===== src/rtl/mpg_pkg.sv =====
package mpg_pkg;
  localparam int LSZ_W = 6;

  typedef enum logic [1:0] {
    ATTR_NONE = 2'b00,
    ATTR_RO   = 2'b01,
    ATTR_RW   = 2'b10,
    ATTR_RSVD = 2'b11
  } attr_e;

  localparam logic CFG_REGION = 1'b0;
  localparam logic CFG_MASK   = 1'b1;
endpackage


===== src/rtl/mpg_region_file.sv =====
module mpg_region_file
  import mpg_pkg::*;
#(
  parameter int ADDR_W      = 32,
  parameter int NUM_REGIONS = 16,
  parameter int NUM_CTX     = 5,
  localparam int CTX_W      = $clog2(NUM_CTX),
  localparam int IDX_W      = $clog2(NUM_REGIONS)
) (
  input  logic                                   clk,
  input  logic                                   rst,
  input  logic                                   cfg_we,
  input  logic [CTX_W-1:0]                       cfg_ctx,
  input  logic                                   cfg_kind,
  input  logic [IDX_W-1:0]                       cfg_idx,
  input  logic                                   cfg_en,
  input  logic [ADDR_W-1:0]                      cfg_base,
  input  logic [LSZ_W-1:0]                       cfg_lsz,
  input  logic [1:0]                             cfg_attr,
  input  logic [NUM_REGIONS-1:0]                 cfg_mask,
  output logic [NUM_REGIONS-1:0]                 r_en,
  output logic [NUM_REGIONS-1:0][ADDR_W-1:0]     r_base,
  output logic [NUM_REGIONS-1:0][LSZ_W-1:0]      r_lsz,
  output logic [NUM_REGIONS-1:0][1:0]            r_attr,
  output logic [NUM_CTX-1:0][NUM_REGIONS-1:0]    c_mask
);

  logic wr_ok;
  assign wr_ok = cfg_we && (cfg_ctx == '0);

  always_ff @(posedge clk) begin
    if (rst) begin
      r_en   <= '0;
      r_base <= '0;
      r_lsz  <= '0;
      r_attr <= '0;
      c_mask <= '0;
    end else if (wr_ok) begin
      if (cfg_kind == CFG_REGION) begin
        r_en[cfg_idx]   <= cfg_en;
        r_base[cfg_idx] <= cfg_base;
        r_lsz[cfg_idx]  <= cfg_lsz;
        r_attr[cfg_idx] <= cfg_attr;
      end else begin
        for (int c = 0; c < NUM_CTX; c++) begin
          if (cfg_idx == IDX_W'(c)) c_mask[c] <= cfg_mask;
        end
      end
    end
  end

  // configuration from a non-master context changes nothing
  assert_cfg_locked_R10: assert property (@(posedge clk) disable iff (rst)
    (cfg_we && cfg_ctx != '0) |=> ($stable(r_en) && $stable(r_base) &&
      $stable(r_lsz) && $stable(r_attr) && $stable(c_mask)));

endmodule


===== src/rtl/mpg_region_match.sv =====
module mpg_region_match
  import mpg_pkg::*;
#(
  parameter int ADDR_W   = 32,
  parameter int MIN_LOG2 = 6
) (
  input  logic              en,
  input  logic [ADDR_W-1:0] base,
  input  logic [LSZ_W-1:0]  lsz,
  input  logic [ADDR_W-1:0] addr,
  output logic              hit
);

  localparam logic [LSZ_W-1:0] FLOOR = LSZ_W'(MIN_LOG2);

  logic [LSZ_W-1:0]  eff;
  logic [ADDR_W-1:0] keep;

  always_comb begin
    eff = (lsz < FLOOR) ? FLOOR : lsz;
    if (int'(eff) >= ADDR_W) keep = '0;
    else                     keep = {ADDR_W{1'b1}} << eff;
    hit = en && (((addr ^ base) & keep) == '0);
  end

endmodule


===== src/rtl/mpg_resolve.sv =====
module mpg_resolve
  import mpg_pkg::*;
#(
  parameter int NUM_REGIONS = 16,
  localparam int IDX_W      = $clog2(NUM_REGIONS)
) (
  input  logic [NUM_REGIONS-1:0]      covered,
  input  logic [NUM_REGIONS-1:0]      applicable,
  input  logic [NUM_REGIONS-1:0][1:0] attr,
  input  logic                        is_write,
  output logic                        grant,
  output logic                        hit,
  output logic [IDX_W-1:0]            win_idx
);

  logic [IDX_W-1:0] top_cov;
  logic [IDX_W-1:0] top_app;
  attr_e            win_attr;

  always_comb begin
    top_cov = '0;
    top_app = '0;
    for (int i = 0; i < NUM_REGIONS; i++) begin
      if (covered[i])    top_cov = IDX_W'(i);
      if (applicable[i]) top_app = IDX_W'(i);
    end
    win_attr = attr_e'(attr[top_app]);

    if (covered == '0) begin
      grant   = 1'b1;
      hit     = 1'b0;
      win_idx = '0;
    end else if (applicable == '0) begin
      grant   = 1'b0;
      hit     = 1'b1;
      win_idx = top_cov;
    end else begin
      hit     = 1'b1;
      win_idx = top_app;
      grant   = (win_attr == ATTR_RW) || ((win_attr == ATTR_RO) && !is_write);
    end
  end

endmodule


===== src/rtl/ctx_mem_guard.sv =====
module ctx_mem_guard
  import mpg_pkg::*;
#(
  parameter int ADDR_W      = 32,
  parameter int NUM_REGIONS = 16,
  parameter int NUM_CTX     = 5,
  parameter int MIN_LOG2    = 6,
  localparam int CTX_W      = $clog2(NUM_CTX),
  localparam int IDX_W      = $clog2(NUM_REGIONS)
) (
  input  logic                   clk,
  input  logic                   rst,
  input  logic                   cfg_we,
  input  logic [CTX_W-1:0]       cfg_ctx,
  input  logic                   cfg_kind,
  input  logic [IDX_W-1:0]       cfg_idx,
  input  logic                   cfg_en,
  input  logic [ADDR_W-1:0]      cfg_base,
  input  logic [5:0]             cfg_lsz,
  input  logic [1:0]             cfg_attr,
  input  logic [NUM_REGIONS-1:0] cfg_mask,
  input  logic                   acc_valid,
  input  logic                   acc_write,
  input  logic [CTX_W-1:0]       acc_ctx,
  input  logic [ADDR_W-1:0]      acc_addr,
  output logic                   rsp_valid,
  output logic                   rsp_grant,
  output logic                   rsp_fault,
  output logic                   rsp_hit,
  output logic [IDX_W-1:0]       rsp_region,
  output logic [CTX_W-1:0]       flt_ctx,
  output logic [ADDR_W-1:0]      flt_addr
);

  logic [NUM_REGIONS-1:0]                 r_en;
  logic [NUM_REGIONS-1:0][ADDR_W-1:0]     r_base;
  logic [NUM_REGIONS-1:0][LSZ_W-1:0]      r_lsz;
  logic [NUM_REGIONS-1:0][1:0]            r_attr;
  logic [NUM_CTX-1:0][NUM_REGIONS-1:0]    c_mask;

  mpg_region_file #(
    .ADDR_W(ADDR_W), .NUM_REGIONS(NUM_REGIONS), .NUM_CTX(NUM_CTX)
  ) u_file (
    .clk(clk), .rst(rst),
    .cfg_we(cfg_we), .cfg_ctx(cfg_ctx), .cfg_kind(cfg_kind), .cfg_idx(cfg_idx),
    .cfg_en(cfg_en), .cfg_base(cfg_base), .cfg_lsz(cfg_lsz), .cfg_attr(cfg_attr),
    .cfg_mask(cfg_mask),
    .r_en(r_en), .r_base(r_base), .r_lsz(r_lsz), .r_attr(r_attr), .c_mask(c_mask)
  );

  logic [NUM_REGIONS-1:0] covered;

  for (genvar g = 0; g < NUM_REGIONS; g++) begin : g_cmp
    mpg_region_match #(.ADDR_W(ADDR_W), .MIN_LOG2(MIN_LOG2)) u_cmp (
      .en(r_en[g]), .base(r_base[g]), .lsz(r_lsz[g]),
      .addr(acc_addr), .hit(covered[g])
    );
  end

  logic [NUM_REGIONS-1:0] ctx_sel;
  logic [NUM_REGIONS-1:0] applicable;

  always_comb begin
    ctx_sel = '0;
    for (int c = 0; c < NUM_CTX; c++) begin
      if (acc_ctx == CTX_W'(c)) ctx_sel = c_mask[c];
    end
    applicable = covered & ctx_sel;
  end

  logic             v_grant;
  logic             v_hit;
  logic [IDX_W-1:0] v_idx;

  mpg_resolve #(.NUM_REGIONS(NUM_REGIONS)) u_pick (
    .covered(covered), .applicable(applicable), .attr(r_attr),
    .is_write(acc_write),
    .grant(v_grant), .hit(v_hit), .win_idx(v_idx)
  );

  always_ff @(posedge clk) begin
    if (rst) begin
      rsp_valid  <= 1'b0;
      rsp_grant  <= 1'b0;
      rsp_fault  <= 1'b0;
      rsp_hit    <= 1'b0;
      rsp_region <= '0;
      flt_ctx    <= '0;
      flt_addr   <= '0;
    end else begin
      rsp_valid  <= acc_valid;
      rsp_grant  <= acc_valid && v_grant;
      rsp_fault  <= acc_valid && !v_grant;
      rsp_hit    <= acc_valid && v_hit;
      rsp_region <= acc_valid ? v_idx : '0;
      if (acc_valid && !v_grant) begin
        flt_ctx  <= acc_ctx;
        flt_addr <= acc_addr;
      end
    end
  end

  // one verdict per valid response
  assert_verdict_excl_R2: assert property (@(posedge clk) disable iff (rst)
    rsp_valid |-> (rsp_grant ^ rsp_fault));
  assert_idle_quiet_R2: assert property (@(posedge clk) disable iff (rst)
    !rsp_valid |-> (!rsp_grant && !rsp_fault));
  // uncovered address is granted
  assert_open_space_R4: assert property (@(posedge clk) disable iff (rst)
    (acc_valid && covered == '0) |=> (rsp_grant && !rsp_hit));
  // covered but unassigned faults
  assert_unassigned_R5: assert property (@(posedge clk) disable iff (rst)
    (acc_valid && covered != '0 && applicable == '0) |=> rsp_fault);
  // the deciding region is one that applies
  assert_winner_applies_R7: assert property (@(posedge clk) disable iff (rst)
    (acc_valid && applicable != '0) |-> applicable[v_idx]);
  // fault record holds across a grant
  assert_flt_hold_R11: assert property (@(posedge clk) disable iff (rst)
    rsp_grant |-> ($stable(flt_ctx) && $stable(flt_addr)));

endmodule


===== config.mk =====
export PLATFORM = sky130hd
export DESIGN_NAME = ctx_mem_guard
export DESIGN_NICKNAME = d
export VERILOG_FILES = /design/src/rtl/mpg_pkg.sv /design/src/rtl/mpg_region_file.sv /design/src/rtl/mpg_region_match.sv /design/src/rtl/mpg_resolve.sv /design/src/rtl/ctx_mem_guard.sv
export SDC_FILE = /design/constraint.sdc
export NUM_CORES = 2
export LEC_CHECK = 0
export BUFFER_PORTS_ARGS = -buffer_cell sky130_fd_sc_hd__buf_2
export CAP_MARGIN = 0
export CORE_MARGIN = 8
export CORE_UTILIZATION = 55
export DETAILED_ROUTE_END_ITERATION = 16
export PLACE_DENSITY = 0.76
export SLEW_MARGIN = 10
export SYNTH_ARGS = -nofsm -noshare
export SYNTH_HDL_FRONTEND = slang
export SYNTH_SLANG_ARGS = --single-unit

===== constraint.sdc =====
create_clock -name clk -period 4.7 [get_ports clk]
set_input_delay 0.235 -clock clk [delete_from_list [all_inputs] [get_ports clk]]
set_output_delay 0.235 -clock clk [all_outputs]
set_load 0.02 [all_outputs]

After elaboration in Yosys (flattened, before gate mapping)
Cells that the tools add are included.

Add/subtract/negate cells: 0. Multipliers: 0. Div/mod/pow operators: 0. Magnitude comparators: 35. Eq/ne operators: 10. Shift operators: 16. Multiplexer cells: 85. Bitwise operators: 35. Reduce and logical (&&, ||, !) cells: 53.

Operator list (count): two-way mux 32 bit (17); bitwise AND 32 bit (16); bitwise mux 512 bit (1); logical NOT 32 bit (16); left shift 32 x 6 -> 32 bit, first input constant (16); XOR 32 bit (16); demux 32 bit (select 4 bit) (1); two-way mux 6 bit (17); bitwise mux 96 bit (1); greater-or-equal comparator 6 bit, second input constant (16); less-than comparator 6 x 3 -> 1 bit, second input constant (16); two-way mux 16 bit (5); two-way mux 4 bit (17); bitwise mux 32 bit (1); logical NOT 16 bit (2); demux 6 bit (select 4 bit) (1); two-way mux 3 bit (8); logical AND 1 bit (22); bitwise AND 16 bit (1); bitwise mux 16 bit (1); AND reduction 3 bit (5); two-way mux 2 bit (6); less-than comparator 4 x 5 -> 1 bit, second input constant (2); binary-select mux 2 bit (select 4 bit) (1); other kinds (19) (29).

Register bits after elaboration: 779. Bits in latches: 0. Bits in writable memories: 0. ROM bits: 0. Output and inout port bits: 43. Logic and storage cells: 295. Memories kept: 0.

Longest topological paths before layout
Depth after elaboration: 32. Mapped depth: 20. Depth with buffers taken out: 15.

Hierarchy
From an unflattened synthesis, not the netlist that was laid out.

Cell total of the unflattened synthesis: 4299. Area total of the unflattened synthesis: 41441.0 µm².

By module, submodules not included: mpg_region_file (times used 1, cells each 2548, area an instance 28459.8 µm²); mpg_region_match (times used 16, cells each 86, area an instance 628.1 µm²); ctx_mem_guard (times used 1, cells each 284, area an instance 2224.6 µm²); mpg_resolve (times used 1, cells each 91, area an instance 706.9 µm²).

Least setup slack after synthesis
OpenSTA, ideal clock, no wires.

Kind: in2reg. From: in acc_addr[15]. To: reg flt_addr[10]. Arrival time: 3.945 ns. Data required time: 4.580 ns. Slack: 0.636 ns. Stages: 19. Cell sequence: clkbuf_1 > buf_2 > xnor2_1 > nand3_1 > o41ai_1 > a41oi_1 > nor3b_2 > a21oi_1 > a221oi_2 > o211ai_4 > buf_8 > mux2i_1 > a22o_1 > or4b_4 > nand3_2 > mux2i_1 > buf_6 > buf_6 > mux2i_1.

Longest elaborated chain between the ends: 29. Elaborated cells on any way between the ends: 92. Classes of those cells: 2 x eq/ne; 19 x mux; 33 x bitwise; 38 x reduce/logical.

Ends and longest elaborated chain: start, declared (line ctx_mem_guard.sv:25) `input logic [ADDR_W-1:0] acc_addr,`; XOR 32 bit (line mpg_region_match.sv:23) `hit = en && (((addr ^ base) & keep) == '0);`; bitwise AND 32 bit (line mpg_region_match.sv:23); logical NOT 32 bit (line mpg_region_match.sv:23); logical AND 1 bit (line mpg_region_match.sv:23); bitwise AND 16 bit (line ctx_mem_guard.sv:68) `applicable = covered & ctx_sel;`; two-way mux 1 bit (line mpg_resolve.sv:25) `if (applicable[i]) top_app = IDX_W'(i);`; two-way mux 2 bit (2 in a row) (line mpg_resolve.sv:25); two-way mux 3 bit (4 in a row) (line mpg_resolve.sv:25); [9 not listed]; two-way mux 2 bit (not written as such) (line mpg_resolve.sv:27) `win_attr = attr_e'(attr[top_app]);`; == test 2 x 1 -> 1 bit (line mpg_resolve.sv:40) `grant = (win_attr == ATTR_RW) || ((win_attr == ATTR_RO) && !is_write);`; logical AND 1 bit (line mpg_resolve.sv:40); logical OR 1 bit (line mpg_resolve.sv:40); two-way mux 1 bit (line mpg_resolve.sv:33) `end else if (applicable == '0) begin`; two-way mux 1 bit * (line mpg_resolve.sv:29) `if (covered == '0) begin`; logical NOT 1 bit * (line ctx_mem_guard.sv:96) `if (acc_valid && !v_grant) begin`; logical AND 1 bit * (line ctx_mem_guard.sv:96); end signal, assigned (line ctx_mem_guard.sv:98) `flt_addr <= acc_addr;`; end, declared (line ctx_mem_guard.sv:32) `output logic [ADDR_W-1:0] flt_addr`.

Mark *: on every way between the ends. The rest lies on a longest branch, timed or not. The select of a mux whose other input is x is not followed. A chain may end at the register's enable or synchronous reset.

Worst setup path in the final report
From: reg u_file.r_lsz[16] in the netlist's numbering. To: reg flt_addr[2].

Longest elaborated chain between the ends: 31. Elaborated cells on any way between the ends: 35. Classes of those cells: 2 x order compare; 2 x eq/ne; 1 x shift; 20 x mux; 2 x bitwise; 8 x reduce/logical.

Ends and longest elaborated chain: start, declared (line mpg_region_file.sv:23) `output logic [NUM_REGIONS-1:0][LSZ_W-1:0] r_lsz,`; start signal, assigned by index (line mpg_region_file.sv:42) `r_lsz[cfg_idx] <= cfg_lsz;`; less-than comparator 6 x 3 -> 1 bit (line mpg_region_match.sv:20) `eff = (lsz < FLOOR) ? FLOOR : lsz;`; two-way mux 6 bit * (line mpg_region_match.sv:20); left shift 32 x 6 -> 32 bit or greater-or-equal comparator 6 bit (tied branches) (line mpg_region_match.sv:22, mpg_region_match.sv:21); two-way mux 32 bit * (line mpg_region_match.sv:21) `if (int'(eff) >= ADDR_W) keep = '0;`; bitwise AND 32 bit * (line mpg_region_match.sv:23); logical NOT 32 bit * (line mpg_region_match.sv:23); logical AND 1 bit * (line mpg_region_match.sv:23); bitwise AND 16 bit (line ctx_mem_guard.sv:68); [15 not listed]; two-way mux 2 bit (not written as such) (line mpg_resolve.sv:27); == test 2 x 1 -> 1 bit (line mpg_resolve.sv:40); logical AND 1 bit (line mpg_resolve.sv:40); logical OR 1 bit (line mpg_resolve.sv:40); two-way mux 1 bit (line mpg_resolve.sv:33); two-way mux 1 bit * (line mpg_resolve.sv:29); logical NOT 1 bit * (line ctx_mem_guard.sv:96); logical AND 1 bit * (line ctx_mem_guard.sv:96).

Marked as above.

==> metrics.md <==
| Metric | Value |
|---|---|
| Yosys reg bits | `695` |
| Placed cell count | `5,378` |
| R2r startpoint | `u_file.r_lsz[16]` |
| Port bufs | `142` |
| Crit path from | `u_file.r_lsz[16]` |
| Commonest non-fill, non-tap cell in the layout | `nand2_1` |
| Cell count after synthesis | `4,642` |
| DRT iter0 DRCs | `4,333` |
| Tightest Hold Check Type | `input pin to register` |
| Commonest non-fill, non-tap cells in the layout | `nand2_1 (1,392), a21oi_1 (761), dfxtp_1 (682)` |
| Worst-path clk slew | `0.07 ns` |
| Hold_sp | `cfg_attr[0]` |
| Final Hold Viols | `0` |
| Crit path capture type | `register` |
| Area added between synthesis and finish | `13.5%` |
| Fin Hold WS | `0.0262 ns` |
| Outcome | `finished, final reports clean` |
| CTS Sinks | `695` |
| GPL Wtd Cong | `0.969` |
| Fin util | `63.0%` |
| Crit path time final | `4.59 ns` |
| Peak VDD IR | `0.000246 V` |
| Num CTS Buffers | `76` |
| Die area | `71,700 µm²` |
| GR Overflow Total | `0` |
| Routed len/inst | `23.1 µm` |
| First-pass GRT wire length | `189,000 µm` |
| Synth Flop Type | `dfxtp_1` |
| DRC errors left | `0` |
| Worst EP arrival | `5.09 ns` |
| FP Rows | `92` |
| Syn nets | `4,747` |
| Max frequency | `0.218 GHz` |
| Vias per cell | `6.06` |
| CTS tree | `done` |
| Clock buffer depth | `3` |
| Crit Path Category | `register to register` |
| Clock latency on the worst-skew pair | `0.64 ns` |
| Ys Warns | `0` |
| Final critical-path share of the clock period | `97.8%` |
| Synth cell types | `89` |
| Final Slew Violations | `0` |
| Post-synth EDFFs | `0` |
| CP Launch Type | `register` |
| DP Area | `36,700 µm²` |
| Setup violators final | `0` |
| Pwr dens | `327 nW/µm²` |
| Syn Area/Cell | `7.52 µm²` |
| Post-Syn Area | `34,900 µm²` |
| Fin Clk Skew | `0.0328 ns` |
| Clk root buf | `clkbuf_16` |
| Die width | `268 µm` |
| Slew HR | `28.3%` |
| Leakage | `0.0140 µW` |
| Largest net degree at the start of global routing | `196` |
| Via count | `33,600` |
| Cell area after layout | `39,600 µm²` |
| Seq/Total Area, Yosys | `39.9%` |
| CP required | `5.20 ns` |
| GRT Util Overall | `34.2%` |
| Slew @ Worst Pin | `1.07 ns` |
| CP Max Fanout | `9` |
| Total wire length | `128,000 µm` |
| Layout cells sized above 1 | `11.6%` |
| DP HPWL | `79,600 µm` |
| First-pass iteration count of the detailed router | `8` |
| Starting Density | `55.5%` |
| Post-synth ARST share | `0%` |
| Power, Total | `13,000 µW` |
| Final cell count without fillers | `5,539` |
| Initial antenna violation count | `7` |
| Post-route antenna net violation count | `0` |
| H-tree Lvls | `3` |
| Chip Height | `268 µm` |
| Core area | `62,900 µm²` |
| Number of global-route vias before repair | `31,400` |
| MaxCap Viol Count | `0` |
| # IOs | `148` |
| Fin nets | `4,742` |
worst max-delay path, cell delays in order (launching register included):
cell and delay (ns):
dfxtp_1 0.47, nand2_1 0.17, a21oi_1 0.19, o22ai_1 0.09, or4_1 0.53, o41a_1 0.50, a2bb2oi_1 0.20, o221ai_2 0.20
a221oi_2 0.11, o211ai_4 0.20, buf_4 0.19, buf_4 0.12, mux2i_1 0.08, a22o_1 0.21, or4b_4 0.53, nand3_2 0.11
mux2i_4 0.09, buf_12 0.16, clkbuf_16 0.17, mux2i_1 0.12
per-stage QoR:
step	setup TNS [ns]	setup slack, ns
3_5_place_dp	-0.812	-0.0453
5_1_grt	-0.687	-0.0482
2_1_floorplan	0	0.636
4_1_cts	0	0.121
6_report	0	0.105
3_3_place_gp	-1.58	-0.0558
logic make-up (layout without fill, tap and decap cells):
group                      Yosys count  after routing  share of synthesized area [%]
DFF                                695            695                           39.9
buffers and inverters              480            526                           5.62
AOI/OAI and AO/OA                 1143           1143                           19.1
muxes                               82             82                           2.94
xor gates and xnor gates           429            429                           10.8
and+or+nand+nor                   1806           1806                           21.5
other                                0              5                              0
adders and majority gates            7              7                          0.201
final timing paths:
| check | endpoint | slack (ns) | depth (start not counted) |
|---|---|---|---|
| max | flt_addr[2] | 0.11 | 19 |
| min | u_file.r_attr[6] | 0.03 | 3 |
| max reg2reg | flt_addr[2] | 0.11 | 19 |
| min reg2reg | u_file.c_mask[63] | 0.45 | 2 |
layout make-up:
class	instances	area (µm²)
clock buffer	110	2240
antenna	5	12.5
multi-input combinational	3467	19100
inverter	36	135
fill	5509	23200
timing repair buffer	361	2850
clock inverter	19	230
tap	846	1060
sequential	695	13900
registers in the layout (all words and copies together), names as in the netlist:
register       cells
flt_ctx            3
u_file.r_base    428
flt_addr          32
rsp_hit            1
u_file.r_attr     32
rsp_grant          1
rsp_valid          1
u_file.r_en       16
rsp_fault          1
rsp_region         4
u_file.c_mask     80
u_file.r_lsz      96
synth_stat cells (9+ instances only):
cell type / number / share of area, %
a2111oi_0: 12 / 0.30
a211oi_1: 14 / 0.30
a21o_1: 14 / 0.30
a21oi_1: 761 / 11
a221oi_1: 10 / 0.25
a222oi_1: 9 / 0.26
a22o_1: 9 / 0.23
a22oi_1: 37 / 0.80
a31oi_1: 22 / 0.39
a32oi_1: 9 / 0.23
a41oi_1: 14 / 0.35
and2_1: 22 / 0.39
and3_1: 15 / 0.27
buf_2: 65 / 0.93
clkbuf_1: 365 / 3.9
dfxtp_1: 695 / 40
inv_1: 35 / 0.38
mux2i_1: 63 / 1.8
mux4_2: 16 / 1.0
nand2_1: 1392 / 15
nand2b_1: 74 / 1.3
nand3_1: 60 / 0.86
nand4_1: 22 / 0.39
nor2_1: 94 / 1.0
nor2b_1: 13 / 0.23
nor3_1: 42 / 0.60
nor4_1: 16 / 0.29
o211ai_1: 21 / 0.45
o21a_1: 12 / 0.26
o21ai_0: 85 / 1.2
o22ai_1: 12 / 0.22
o31ai_1: 12 / 0.26
o41ai_1: 9 / 0.23
or2_2: 16 / 0.29
or3_1: 12 / 0.22
xnor2_1: 171 / 4.3
xor2_1: 258 / 6.5
where the power goes:
| group | total (µW) | internal [µW] | switching, µW |
|---|---|---|---|
| clock | 6050 | 3570 | 2480 |
| sequential | 5900 | 5900 | 6.15 |
| combinational | 1010 | 288 | 721 |
repair_timing:
action | in CTS | in global routing
endpoints found under the setup margin | 0 | 36
gates resized for setup | 0 | 28
hold buffers | 22 | 0
setup buffers | 0 | 2
hold endpoints to repair | 86 | 0
metal layers:
layer	vias up	share of wire, %	GRT usage (%)
met5	-	0	0
met4	0	7.1	22.2
met3	461	11	6.64
met2	1890	43	52.3
met1	15800	38	43.9
li1	15500	-	-
Note: power is estimated with default switching activity, not from simulation.
